--- src/rtl/ep0_pkg.sv ---
package ep0_pkg;
  typedef enum logic [1:0] {TK_SETUP = 2'd0, TK_OUT = 2'd1, TK_IN = 2'd2, TK_NONE = 2'd3} tok_e;
  typedef enum logic [1:0] {HS_NONE = 2'd0, HS_ACK = 2'd1, HS_NACK = 2'd2, HS_STALL = 2'd3} hs_e;
  typedef enum logic [1:0] {ST_IDLE = 2'd0, ST_DATA = 2'd1, ST_STATUS = 2'd2} stage_e;

  typedef struct packed {
    logic [15:0] len;
    logic [15:0] idx;
    logic [15:0] val;
    logic [7:0]  req;
    logic [7:0]  rtype;
  } setup_t;

  localparam logic [7:0]  RQ_CLR_FEATURE = 8'd1;
  localparam logic [7:0]  RQ_SET_CONFIG  = 8'd9;
  localparam logic [7:0]  RQ_SET_IFACE   = 8'd11;
  localparam logic [7:0]  RT_DEV_OUT     = 8'h00;
  localparam logic [7:0]  RT_IF_OUT      = 8'h01;
  localparam logic [7:0]  RT_EP_OUT      = 8'h02;
  localparam logic [15:0] FEAT_EP_HALT   = 16'd0;
  localparam logic [15:0] FEAT_RWAKE     = 16'd1;

  localparam int IRQ_SETUP  = 0;
  localparam int IRQ_STATUS = 1;
  localparam int NUM_IRQ    = 2;
endpackage

--- src/rtl/ep0_std_req.sv ---
module ep0_std_req
  import ep0_pkg::*;
#(
  parameter int NUM_EP = 4,
  parameter int CFG_W  = 8
) (
  input  logic              clk_i,
  input  logic              rst_ni,
  input  logic              fire_i,
  input  setup_t            setup_i,
  input  logic [NUM_EP-1:0] cpu_halt_set_i,
  input  logic              cpu_rwu_set_i,
  output logic              hw_req_o,
  output logic              no_data_o,
  output logic [CFG_W-1:0]  cfg_o,
  output logic [CFG_W-1:0]  intf_o,
  output logic [CFG_W-1:0]  alt_o,
  output logic [NUM_EP-1:0] ep_halt_o,
  output logic              rwu_o
);
  localparam logic [4:0] EP_LIM = 5'(NUM_EP);

  logic set_cfg, set_if, clr_halt, clr_rwu;
  logic unused_idx_hi;

  assign unused_idx_hi = ^setup_i.idx[15:4];

  assign set_cfg  = setup_i.rtype == RT_DEV_OUT && setup_i.req == RQ_SET_CONFIG;
  assign set_if   = setup_i.rtype == RT_IF_OUT  && setup_i.req == RQ_SET_IFACE;
  assign clr_rwu  = setup_i.rtype == RT_DEV_OUT && setup_i.req == RQ_CLR_FEATURE
                    && setup_i.val == FEAT_RWAKE;
  assign clr_halt = setup_i.rtype == RT_EP_OUT && setup_i.req == RQ_CLR_FEATURE
                    && setup_i.val == FEAT_EP_HALT && ({1'b0, setup_i.idx[3:0]} < EP_LIM);

  assign hw_req_o  = set_cfg | set_if | clr_rwu | clr_halt;
  assign no_data_o = setup_i.len == 16'd0;

  always_ff @(posedge clk_i or negedge rst_ni) begin
    if (!rst_ni) begin
      cfg_o  <= '0;
      intf_o <= '0;
      alt_o  <= '0;
    end else if (fire_i && set_cfg) begin
      cfg_o  <= setup_i.val[CFG_W-1:0];
      intf_o <= '0;
      alt_o  <= '0;
    end else if (fire_i && set_if) begin
      intf_o <= setup_i.idx[CFG_W-1:0];
      alt_o  <= setup_i.val[CFG_W-1:0];
    end
  end

  for (genvar i = 0; i < NUM_EP; i++) begin : g_halt
    always_ff @(posedge clk_i or negedge rst_ni) begin
      if (!rst_ni)                                          ep_halt_o[i] <= 1'b0;
      else if (fire_i && clr_halt && setup_i.idx[3:0] == 4'(i)) ep_halt_o[i] <= 1'b0;
      else if (cpu_halt_set_i[i])                           ep_halt_o[i] <= 1'b1;
    end
  end

  always_ff @(posedge clk_i or negedge rst_ni) begin
    if (!rst_ni)                  rwu_o <= 1'b0;
    else if (fire_i && clr_rwu)   rwu_o <= 1'b0;
    else if (cpu_rwu_set_i)       rwu_o <= 1'b1;
  end

  p_cfg_load_r9: assert property (@(posedge clk_i) disable iff (!rst_ni)
    fire_i && set_cfg |=> cfg_o == $past(setup_i.val[CFG_W-1:0]) && intf_o == '0 && alt_o == '0);
  p_rwu_clear_r10: assert property (@(posedge clk_i) disable iff (!rst_ni)
    fire_i && clr_rwu |=> !rwu_o);
endmodule

--- src/rtl/ep0_irq_flags.sv ---
module ep0_irq_flags #(
  parameter int N = 2
) (
  input  logic         clk_i,
  input  logic         rst_ni,
  input  logic [N-1:0] set_i,
  input  logic [N-1:0] clr_i,
  output logic [N-1:0] flags_o,
  output logic         irq_o
);
  for (genvar i = 0; i < N; i++) begin : g_flag
    always_ff @(posedge clk_i or negedge rst_ni) begin
      if (!rst_ni)       flags_o[i] <= 1'b0;
      else if (set_i[i]) flags_o[i] <= 1'b1;
      else if (clr_i[i]) flags_o[i] <= 1'b0;
    end

    p_sticky_r12: assert property (@(posedge clk_i) disable iff (!rst_ni)
      flags_o[i] && !clr_i[i] |=> flags_o[i]);
  end

  assign irq_o = |flags_o;
endmodule

--- src/rtl/ep0_stage_fsm.sv ---
module ep0_stage_fsm
  import ep0_pkg::*;
(
  input  logic clk_i,
  input  logic rst_ni,
  input  logic tok_valid_i,
  input  tok_e tok_kind_i,
  input  logic no_data_i,
  input  logic hw_req_i,
  input  logic cpu_sod_clr_i,
  input  logic cpu_set_rd_i,
  input  logic cpu_in_rdy_i,
  input  logic cpu_status_en_i,
  input  logic cpu_stall_i,
  output hs_e  hs_o,
  output logic dir_o,
  output logic sod_o,
  output logic status_en_o,
  output logic stall_o,
  output logic early_status_o
);
  stage_e stage_q, stage_n;
  hs_e    hs_n;
  logic   dir_n, sod_n, en_n, stall_n;
  logic   loaded_q, loaded_n, seen_q, seen_n;
  logic   is_in, status_tok, setup_now, data_tok;

  assign is_in      = tok_kind_i == TK_IN;
  assign setup_now  = tok_valid_i && tok_kind_i == TK_SETUP;
  assign data_tok   = tok_valid_i && (tok_kind_i == TK_IN || tok_kind_i == TK_OUT);
  // status token: opposite of the data direction, or anything once in status
  assign status_tok = stage_q == ST_STATUS || (dir_o ? !is_in : (is_in && seen_q));

  always_comb begin
    stage_n = stage_q;  dir_n  = dir_o;   sod_n    = sod_o;
    en_n    = status_en_o; stall_n = stall_o; loaded_n = loaded_q;
    seen_n  = seen_q;   hs_n   = HS_NONE; early_status_o = 1'b0;
    if (setup_now) begin
      hs_n     = HS_ACK;
      stage_n  = no_data_i ? ST_STATUS : ST_DATA;
      dir_n    = 1'b0;
      sod_n    = 1'b0;
      en_n     = hw_req_i;
      stall_n  = 1'b0;
      loaded_n = 1'b0;
      seen_n   = 1'b0;
    end else if (data_tok) begin
      if (stall_o) begin
        hs_n = HS_STALL;
      end else if (stage_q == ST_IDLE) begin
        hs_n = HS_NACK;
      end else if (status_tok) begin
        if (status_en_o) begin
          hs_n    = HS_ACK;
          stage_n = ST_IDLE;
          en_n    = 1'b0;
          sod_n   = 1'b0;
        end else begin
          hs_n    = HS_NACK;
          stage_n = ST_STATUS;
          early_status_o = 1'b1;
        end
      end else if (!dir_o) begin
        if (is_in) begin
          hs_n  = HS_NACK;
          dir_n = 1'b1;
          sod_n = 1'b1;
        end else if (sod_o) begin
          hs_n = HS_NACK;
        end else begin
          hs_n   = HS_ACK;
          sod_n  = 1'b1;
          seen_n = 1'b1;
        end
      end else if (loaded_q) begin
        hs_n     = HS_ACK;
        loaded_n = 1'b0;
        sod_n    = 1'b1;
        seen_n   = 1'b1;
      end else begin
        hs_n = HS_NACK;
      end
    end
    if (!setup_now) begin
      if (cpu_sod_clr_i) sod_n = 1'b0;
      if (cpu_set_rd_i && stage_q == ST_DATA) begin
        dir_n = 1'b1;
        if (!loaded_n) sod_n = 1'b1;
      end
      if (cpu_in_rdy_i) begin
        loaded_n = 1'b1;
        sod_n    = 1'b0;
      end
      if (cpu_status_en_i) en_n = 1'b1;
      if (cpu_stall_i) stall_n = 1'b1;
    end
  end

  always_ff @(posedge clk_i or negedge rst_ni) begin
    if (!rst_ni) begin
      stage_q <= ST_IDLE; hs_o <= HS_NONE; dir_o <= 1'b0; sod_o <= 1'b0;
      status_en_o <= 1'b0; stall_o <= 1'b0; loaded_q <= 1'b0; seen_q <= 1'b0;
    end else begin
      stage_q <= stage_n; hs_o <= hs_n; dir_o <= dir_n; sod_o <= sod_n;
      status_en_o <= en_n; stall_o <= stall_n; loaded_q <= loaded_n; seen_q <= seen_n;
    end
  end

  p_setup_init_r1: assert property (@(posedge clk_i) disable iff (!rst_ni)
    setup_now |=> hs_o == HS_ACK && !dir_o && !stall_o && !sod_o);
  p_out_busy_r2: assert property (@(posedge clk_i) disable iff (!rst_ni)
    data_tok && !is_in && stage_q == ST_DATA && !dir_o && sod_o && !stall_o |=> hs_o == HS_NACK);
  p_first_in_r3: assert property (@(posedge clk_i) disable iff (!rst_ni)
    data_tok && is_in && stage_q == ST_DATA && !dir_o && !seen_q && !stall_o
    |=> hs_o == HS_NACK && dir_o);
  p_status_done_r6: assert property (@(posedge clk_i) disable iff (!rst_ni)
    data_tok && stage_q == ST_STATUS && status_en_o && !stall_o && !cpu_status_en_i
    |=> hs_o == HS_ACK && !status_en_o && !sod_o);
  p_stall_r8: assert property (@(posedge clk_i) disable iff (!rst_ni)
    data_tok && stall_o |=> hs_o == HS_STALL);
endmodule

--- src/rtl/ep0_ctrl_stage.sv ---
module ep0_ctrl_stage
  import ep0_pkg::*;
#(
  parameter int NUM_EP = 4,
  parameter int CFG_W  = 8
) (
  input  logic              clk_i,
  input  logic              rst_ni,
  input  logic              tok_valid_i,
  input  logic [1:0]        tok_kind_i,
  input  logic [63:0]       setup_data_i,
  input  logic              cpu_sod_clr_i,
  input  logic              cpu_set_rd_i,
  input  logic              cpu_in_rdy_i,
  input  logic              cpu_status_en_i,
  input  logic              cpu_stall_i,
  input  logic [NUM_EP-1:0] cpu_halt_set_i,
  input  logic              cpu_rwu_set_i,
  input  logic [1:0]        cpu_irq_clr_i,
  output logic [1:0]        hs_o,
  output logic              dir_o,
  output logic              sod_o,
  output logic              status_en_o,
  output logic              stall_o,
  output logic [1:0]        irq_flags_o,
  output logic              irq_o,
  output logic [CFG_W-1:0]  cfg_o,
  output logic [CFG_W-1:0]  intf_o,
  output logic [CFG_W-1:0]  alt_o,
  output logic [NUM_EP-1:0] ep_halt_o,
  output logic              rwu_o
);
  setup_t               su;
  tok_e                 kind;
  hs_e                  hs;
  logic                 fire, hw_req, no_data, early;
  logic [NUM_IRQ-1:0]   irq_set;

  assign su   = setup_t'(setup_data_i);
  assign kind = tok_e'(tok_kind_i);
  assign fire = tok_valid_i && kind == TK_SETUP;

  ep0_std_req #(.NUM_EP(NUM_EP), .CFG_W(CFG_W)) u_req (
    .clk_i, .rst_ni, .fire_i(fire), .setup_i(su),
    .cpu_halt_set_i, .cpu_rwu_set_i,
    .hw_req_o(hw_req), .no_data_o(no_data),
    .cfg_o, .intf_o, .alt_o, .ep_halt_o, .rwu_o
  );

  ep0_stage_fsm u_fsm (
    .clk_i, .rst_ni, .tok_valid_i, .tok_kind_i(kind),
    .no_data_i(no_data), .hw_req_i(hw_req),
    .cpu_sod_clr_i, .cpu_set_rd_i, .cpu_in_rdy_i, .cpu_status_en_i, .cpu_stall_i,
    .hs_o(hs), .dir_o, .sod_o, .status_en_o, .stall_o, .early_status_o(early)
  );

  assign hs_o = hs;

  always_comb begin
    irq_set             = '0;
    irq_set[IRQ_SETUP]  = fire && !hw_req;
    irq_set[IRQ_STATUS] = early;
  end

  ep0_irq_flags #(.N(NUM_IRQ)) u_irq (
    .clk_i, .rst_ni, .set_i(irq_set), .clr_i(cpu_irq_clr_i),
    .flags_o(irq_flags_o), .irq_o
  );

  p_early_irq_r7: assert property (@(posedge clk_i) disable iff (!rst_ni)
    early |=> irq_flags_o[IRQ_STATUS] && hs_o == 2'd2);
  p_cpu_req_irq_r11: assert property (@(posedge clk_i) disable iff (!rst_ni)
    fire && !hw_req |=> irq_flags_o[IRQ_SETUP] && !status_en_o);
endmodule

--- config.mk ---
export PLATFORM = sky130hd
export DESIGN_NAME = ep0_ctrl_stage
export DESIGN_NICKNAME = d
export VERILOG_FILES = /design/src/rtl/ep0_pkg.sv /design/src/rtl/ep0_std_req.sv /design/src/rtl/ep0_irq_flags.sv /design/src/rtl/ep0_stage_fsm.sv /design/src/rtl/ep0_ctrl_stage.sv
export SDC_FILE = /design/constraint.sdc
export NUM_CORES = 1
export LEC_CHECK = 0
export ABC_AREA = 1
export BUFFER_PORTS_ARGS = -buffer_cell sky130_fd_sc_hd__buf_2
export CAP_MARGIN = 20
export CORE_UTILIZATION = 45
export DETAILED_ROUTE_END_ITERATION = 10
export GPL_ROUTABILITY_DRIVEN = 0
export GPL_TIMING_DRIVEN = 0
export PLACE_DENSITY = 0.8
export SETUP_SLACK_MARGIN = 0.15
export SYNTH_ARGS = -nofsm -noshare
export SYNTH_HDL_FRONTEND = slang
export SYNTH_SLANG_ARGS = --single-unit
--- constraint.sdc ---
create_clock -name clk_i -period 1.6 [get_ports clk_i]
set_input_delay 0.16 -clock clk_i [delete_from_list [all_inputs] [get_ports clk_i]]
set_output_delay 0.16 -clock clk_i [all_outputs]
set_load 0.01 [all_outputs]
After elaboration in Yosys (flattened, before gate mapping). Index checks and enable logic that the tools add are counted.

Input bits: 81. Logic and storage cells: 175. Flip-flop bits (word level): 41.

Order comparisons: 1. Reductions and logical operators: 43. Eq/ne operators: 19. Mux-type cells: 91. Bitwise logic cells: 3.

Operators with widths (number): $mux 1 (70); $mux 2 (17); $logic_not 16->1 (2); $mux 8 (4); $logic_and 1x1->1 (20); $reduce_bool 2->1 (10); $eq 16x1->1 const B (1); $eq 8x1->1 const B (2); $eq 8x4->1 const B (2); $eq 4x2->1 const B (2); $eq 8x2->1 const B (1); $logic_not 8->1 (1); $reduce_and 7->1 (1); $ne 2x2->1 const B (3); $ne 3x2->1 const B (2); $eq 2x1->1 const B (2); $eq 2x2->1 const B (2); $eq 4x1->1 const B (1); $logic_not 2->1 (2); $logic_not 4->1 (1); $lt 4x3->1 const B (1); $reduce_and 4->1 (1); $ne 3x3->1 const B (1); $or 1x1->1 (3); other kinds (3) (5).

Longest topological paths before layout.
Depth after elaboration: 14. Gate-level depth with buffers: 11. Depth with buffers taken out: 11.

Cells and area by module. A second synthesis with hierarchy kept.

Cells, all modules: 314. Area, all modules: 2368.5 sq um.

Modules (own cells, without submodules): ep0_std_req (instances 1, area an instance 1651.6 sq um, cells each 215, seq. area each 725.7 sq um); ep0_stage_fsm (instances 1, area an instance 613.1 sq um, cells each 84, seq. area each 250.2 sq um); ep0_irq_flags (instances 1, area an instance 86.3 sq um, cells each 11, seq. area each 50.0 sq um); ep0_ctrl_stage (instances 1, area an instance 17.5 sq um, cells each 4, seq. area each 0.0 sq um).

Least setup slack after synthesis. OpenSTA, ideal clock, no wires.

Kind: register to register. Start: reg u_fsm.dir_o. End: reg u_fsm.stage_q[0]. Library setup time: 0.119 ns. Setup slack: 0.310 ns. Cell stages (with the launch flop): 8. Data required time: 1.481 ns. Period minus slack after synthesis: 1.290 ns. Arrival time: 1.171 ns. Cells stage by stage: dfrtp_1 -> inv_1 -> nand3_1 -> nand3_1 -> inv_1 -> nor2_1 -> o21ai_0 -> and2_1.

Word-level cells in the longest chain between the ends: 4.

RTL lines: start: declaration (line ep0_stage_fsm.sv:16) `output logic dir_o,`; start signal: assignment (line ep0_stage_fsm.sv:104) `stage_q <= stage_n; hs_o <= hs_n; dir_o <= dir_n; sod_o <= sod_n;`; $mux 1 (line ep0_stage_fsm.sv:32) `assign status_tok = stage_q == ST_STATUS || (dir_o ? !is_in : (is_in && seen_q));`; $logic_or 1x1->1 (line ep0_stage_fsm.sv:32); $reduce_bool 2->1 (no line); $reduce_and 4->1 (no line); end signal: assignment (line ep0_stage_fsm.sv:104); end: declaration (line ep0_stage_fsm.sv:22) `stage_e stage_q, stage_n;`.

Every way passes these cells. A chain may end at the register's enable or synchronous reset.

Final worst setup path. Same ends and word-level chain as after synthesis.

==> impl_metrics.yaml <==
timing:
  setup_viol: 0
  worstMarginPinSlew_ps: 926
  rsz0062_at_grt: "false"
  hold-worst-slack_ps: 12.4
  hold_violations: 0
  slew_viol_final: 0
  finClkSkew_ps: 5.75
  finalCriticalPeriod_ps: 1320
  fin_tns_setup_ps: 0
  max_freq_ghz: 0.756
  relSlewSlack_pct: 38.3
  fin_crit_sh_pct: 82.7
  post-route-worst-setup-slack_ps: 277
logic_synthesis:
  synth_top_area_share_pct: 45.5
  ys_top_cells_by_area: "dfrtp_1, nand2_1, o21ai_2, nor2_1, inv_1"
  syn_nets: 361
  ys_warn_count: 0
  synth_top_cell_by_area: "dfrtp_1"
  synthTopCellsByCount: "nand2_1, dfrtp_1, nor2_1"
  synthArstFlopShare_pct: 100
  yosysMostFrequentCell: "nand2_1"
  synth_flop_cell: "dfrtp_1"
  synth_edf_count: 0
  synthCells: 277
  synth.distinct_cells: 26
  avgSynthCellArea_um2: 8.14
  synth.cell_area_mm2: 0.00226
  ys_ff_latch: 41
  synth_seq_area_share_pct: 45.5
clocking:
  htreeDepth: 2
  numCtsBuffers: 5
  root_buffer: "clkbuf_8"
  clkSinkCount: 41
  cts_hold_buf: 0
  clkLatencyLatePin_ps: 280
  cts_buffer_depth: 2
  cts_tree: "yes"
  clk_pin_slew_ps: 70
routing:
  wl_per_cell_um: 11.3
  wirelength_um: 5230
  postRouteAntennaNets: 0
  drcViolationCount: 0
  drt-initial-drc-count: 88
  routed_via_density: 4.74
  drt_pre_antenna_iters: 4
  vias: 2188
worst_setup_path:
  reg2reg_slack_ps: 280
  worst_ep_required_time_ps: 1780
  cp_max_fo: 6
  arrival_ps: 1500
  reg2reg_to: "u_fsm.stage_q[0]$_DFFE_PN0P_"
  startpoint_type: "flop"
  r2r_cells: 7
  worstSetupEndpointType: "flop"
  worstSetupPathType: "reg2reg"
  r2r_start: "u_fsm.dir_o$_DFF_PN0_"
global_route:
  grt-ovfl-total: 0
  antenna_found_initial: 0
  grt_pass1_wl_um: 8610
  grt_util_all_layers_pct: 21.1
  first_global_vias: 2070
  grt_max_degree: 42
final_layout:
  fin_nets: 479
  drive_gt1_share_pct: 45.3
  multi_input_area_mm2: 0.00107
  final_cells: 462
  seq_area_mm2: 0.00103
  syn_to_final_growth_pct: 32.9
  fillers: 436
  antennaDiodeCount: 0
die:
  die_y_um: 72.8
  initial_core_util_pct: 47.1
  die-width_um: 72.8
  dieArea_mm2: 0.00530
  rows: 25
  core-area_mm2: 0.00479
  top_level_ports: 119
power:
  p_total_mw: 2.06
  irDropWorstVdd_mv: 0.293
  pwr_density_cell_mw_per_mm2: 687
  leakagePower_nw: 1.65
placement:
  dpl_worst_slack_ps: 27.8
  io_buffers: 110
  dpl.cell_count: 454
  hpwl_um: 4150
outcome:
  outcome: "finished clean"
min_path:
  hold_path_class: "in2async"
job:
  maxCapViolCount: 0
[flip-flops by register name (all words and copies together), names as in the netlist]
register and cells:
u_req.rwu_o 1, u_req.intf_o 8, u_irq.flags_o 2, u_req.cfg_o 8, u_fsm.stage_q 2, u_fsm.stall_o 1, u_req.ep_halt_o 4, u_fsm.seen_q 1
u_fsm.status_en_o 1, u_fsm.sod_o 1, u_req.alt_o 8, u_fsm.hs_o 2, u_fsm.dir_o 1, u_fsm.loaded_q 1
[what timing repair did]
item	in CTS	in global routing
setup buffers	0	1
resized for setup	1	4
setup endpoints to repair	1	3
pin swaps	0	1
hold endpoints to repair	0	0
[cell usage in the layout (no fill, tap or decap)]
cell      synthesis  routed
nand3_1          10       9
a21oi_1           4       4
nand2_4           3       3
inv_1            34      33
o22ai_1           4       4
buf_4             1       2
o211ai_1          2       2
nand2_2          14      14
o21ai_2          24      24
ha_1              3       3
buf_2             1     111
nor2_1           39      37
nand3_2           2       3
and2_1            2       2
a31oi_1           2       2
or2_2             6       6
nor2_4            2       3
dfrtp_1          41      41
o21ai_0           7       7
nor2_2            2       3
nor4_1            2       2
clkbuf_8          0       6
nand2_1          66      66
nand3b_1          1       1
clkbuf_1          1       2
inv_2             0       1
buf_6             3       3
nand4_1           1       1
[routing by layer]
| metal | track usage (%) | routed length, um | vias up |
|---|---|---|---|
| li1 | - | - | 1110 |
| met1 | 25.7 | 2250 | 998 |
| met2 | 37.3 | 2640 | 76 |
| met3 | 4.70 | 282 | 4 |
| met4 | 6.54 | 48 | 0 |
| met5 | 0 | 0 | - |
[kinds of logic (layout without fill, tap and decap cells)]
kind of cell	Yosys count	after routing	share of synthesized area (%)
simple gates	150	150	30.9
fa+ha+maj	3	3	1.66
flops	41	41	45.5
compound gates	43	43	14.1
buf+inv	40	158	7.88
[stage by stage]
| step | area, um^2 | utilization [%] |
|---|---|---|
| after floorplan | 2260 | - |
| after global placement | 2890 | 60.4 |
| after detailed placement | 2890 | 60.4 |
| after CTS | 2980 | 62.2 |
| after global routing | 3000 | 62.7 |
| final | 3000 | 62.7 |
[where the power goes]
| group | internal (mW) | switching, mW | total [mW] |
|---|---|---|---|
| sequential | 1.06 | 0.0196 | 1.08 |
| combinational | 0.135 | 0.175 | 0.310 |
| clock | 0.342 | 0.326 | 0.668 |
| total | 1.54 | 0.521 | 2.06 |
[how the worst max path moves through the flow]
stage / startpoint / end / slack (ps) / depth (start not counted)
4_1_cts: u_fsm.dir_o$_DFF_PN0_ / u_fsm.stage_q[0]$_DFFE_PN0P_ / 230 / 7
3_5_place_dp: tok_kind_i[0] / u_req.cfg_o[5]$_DFFE_PN0P_ / 30 / 9
2_1_floorplan: u_fsm.dir_o$_DFF_PN0_ / u_fsm.stage_q[0]$_DFFE_PN0P_ / 310 / 7
3_3_place_gp: tok_kind_i[0] / u_req.cfg_o[5]$_DFFE_PN0P_ / 70 / 9
5_1_grt: u_fsm.dir_o$_DFF_PN0_ / u_fsm.status_en_o$_DFF_PN0_ / 150 / 8
6_report: u_fsm.dir_o$_DFF_PN0_ / u_fsm.stage_q[0]$_DFFE_PN0P_ / 280 / 7
[worst max-delay path, stage by stage, from the launching register on]
cell and delay (ps):
dfrtp_1 420, inv_2 110, nand3_1 80, nand3_1 110
inv_1 100, nor2_4 140, o21ai_0 80, and2_1 180
[area by class of cell]
class / count / share of cell area, %
sequential: 41 / 34.2
buffer: 6 / 1.67
inverter: 34 / 4.26
multi-input combinational: 196 / 35.6
clock buffer: 7 / 2.88
tap: 67 / 2.80
timing repair buffer: 111 / 18.6
Note: power is estimated with default switching activity, not from simulation.
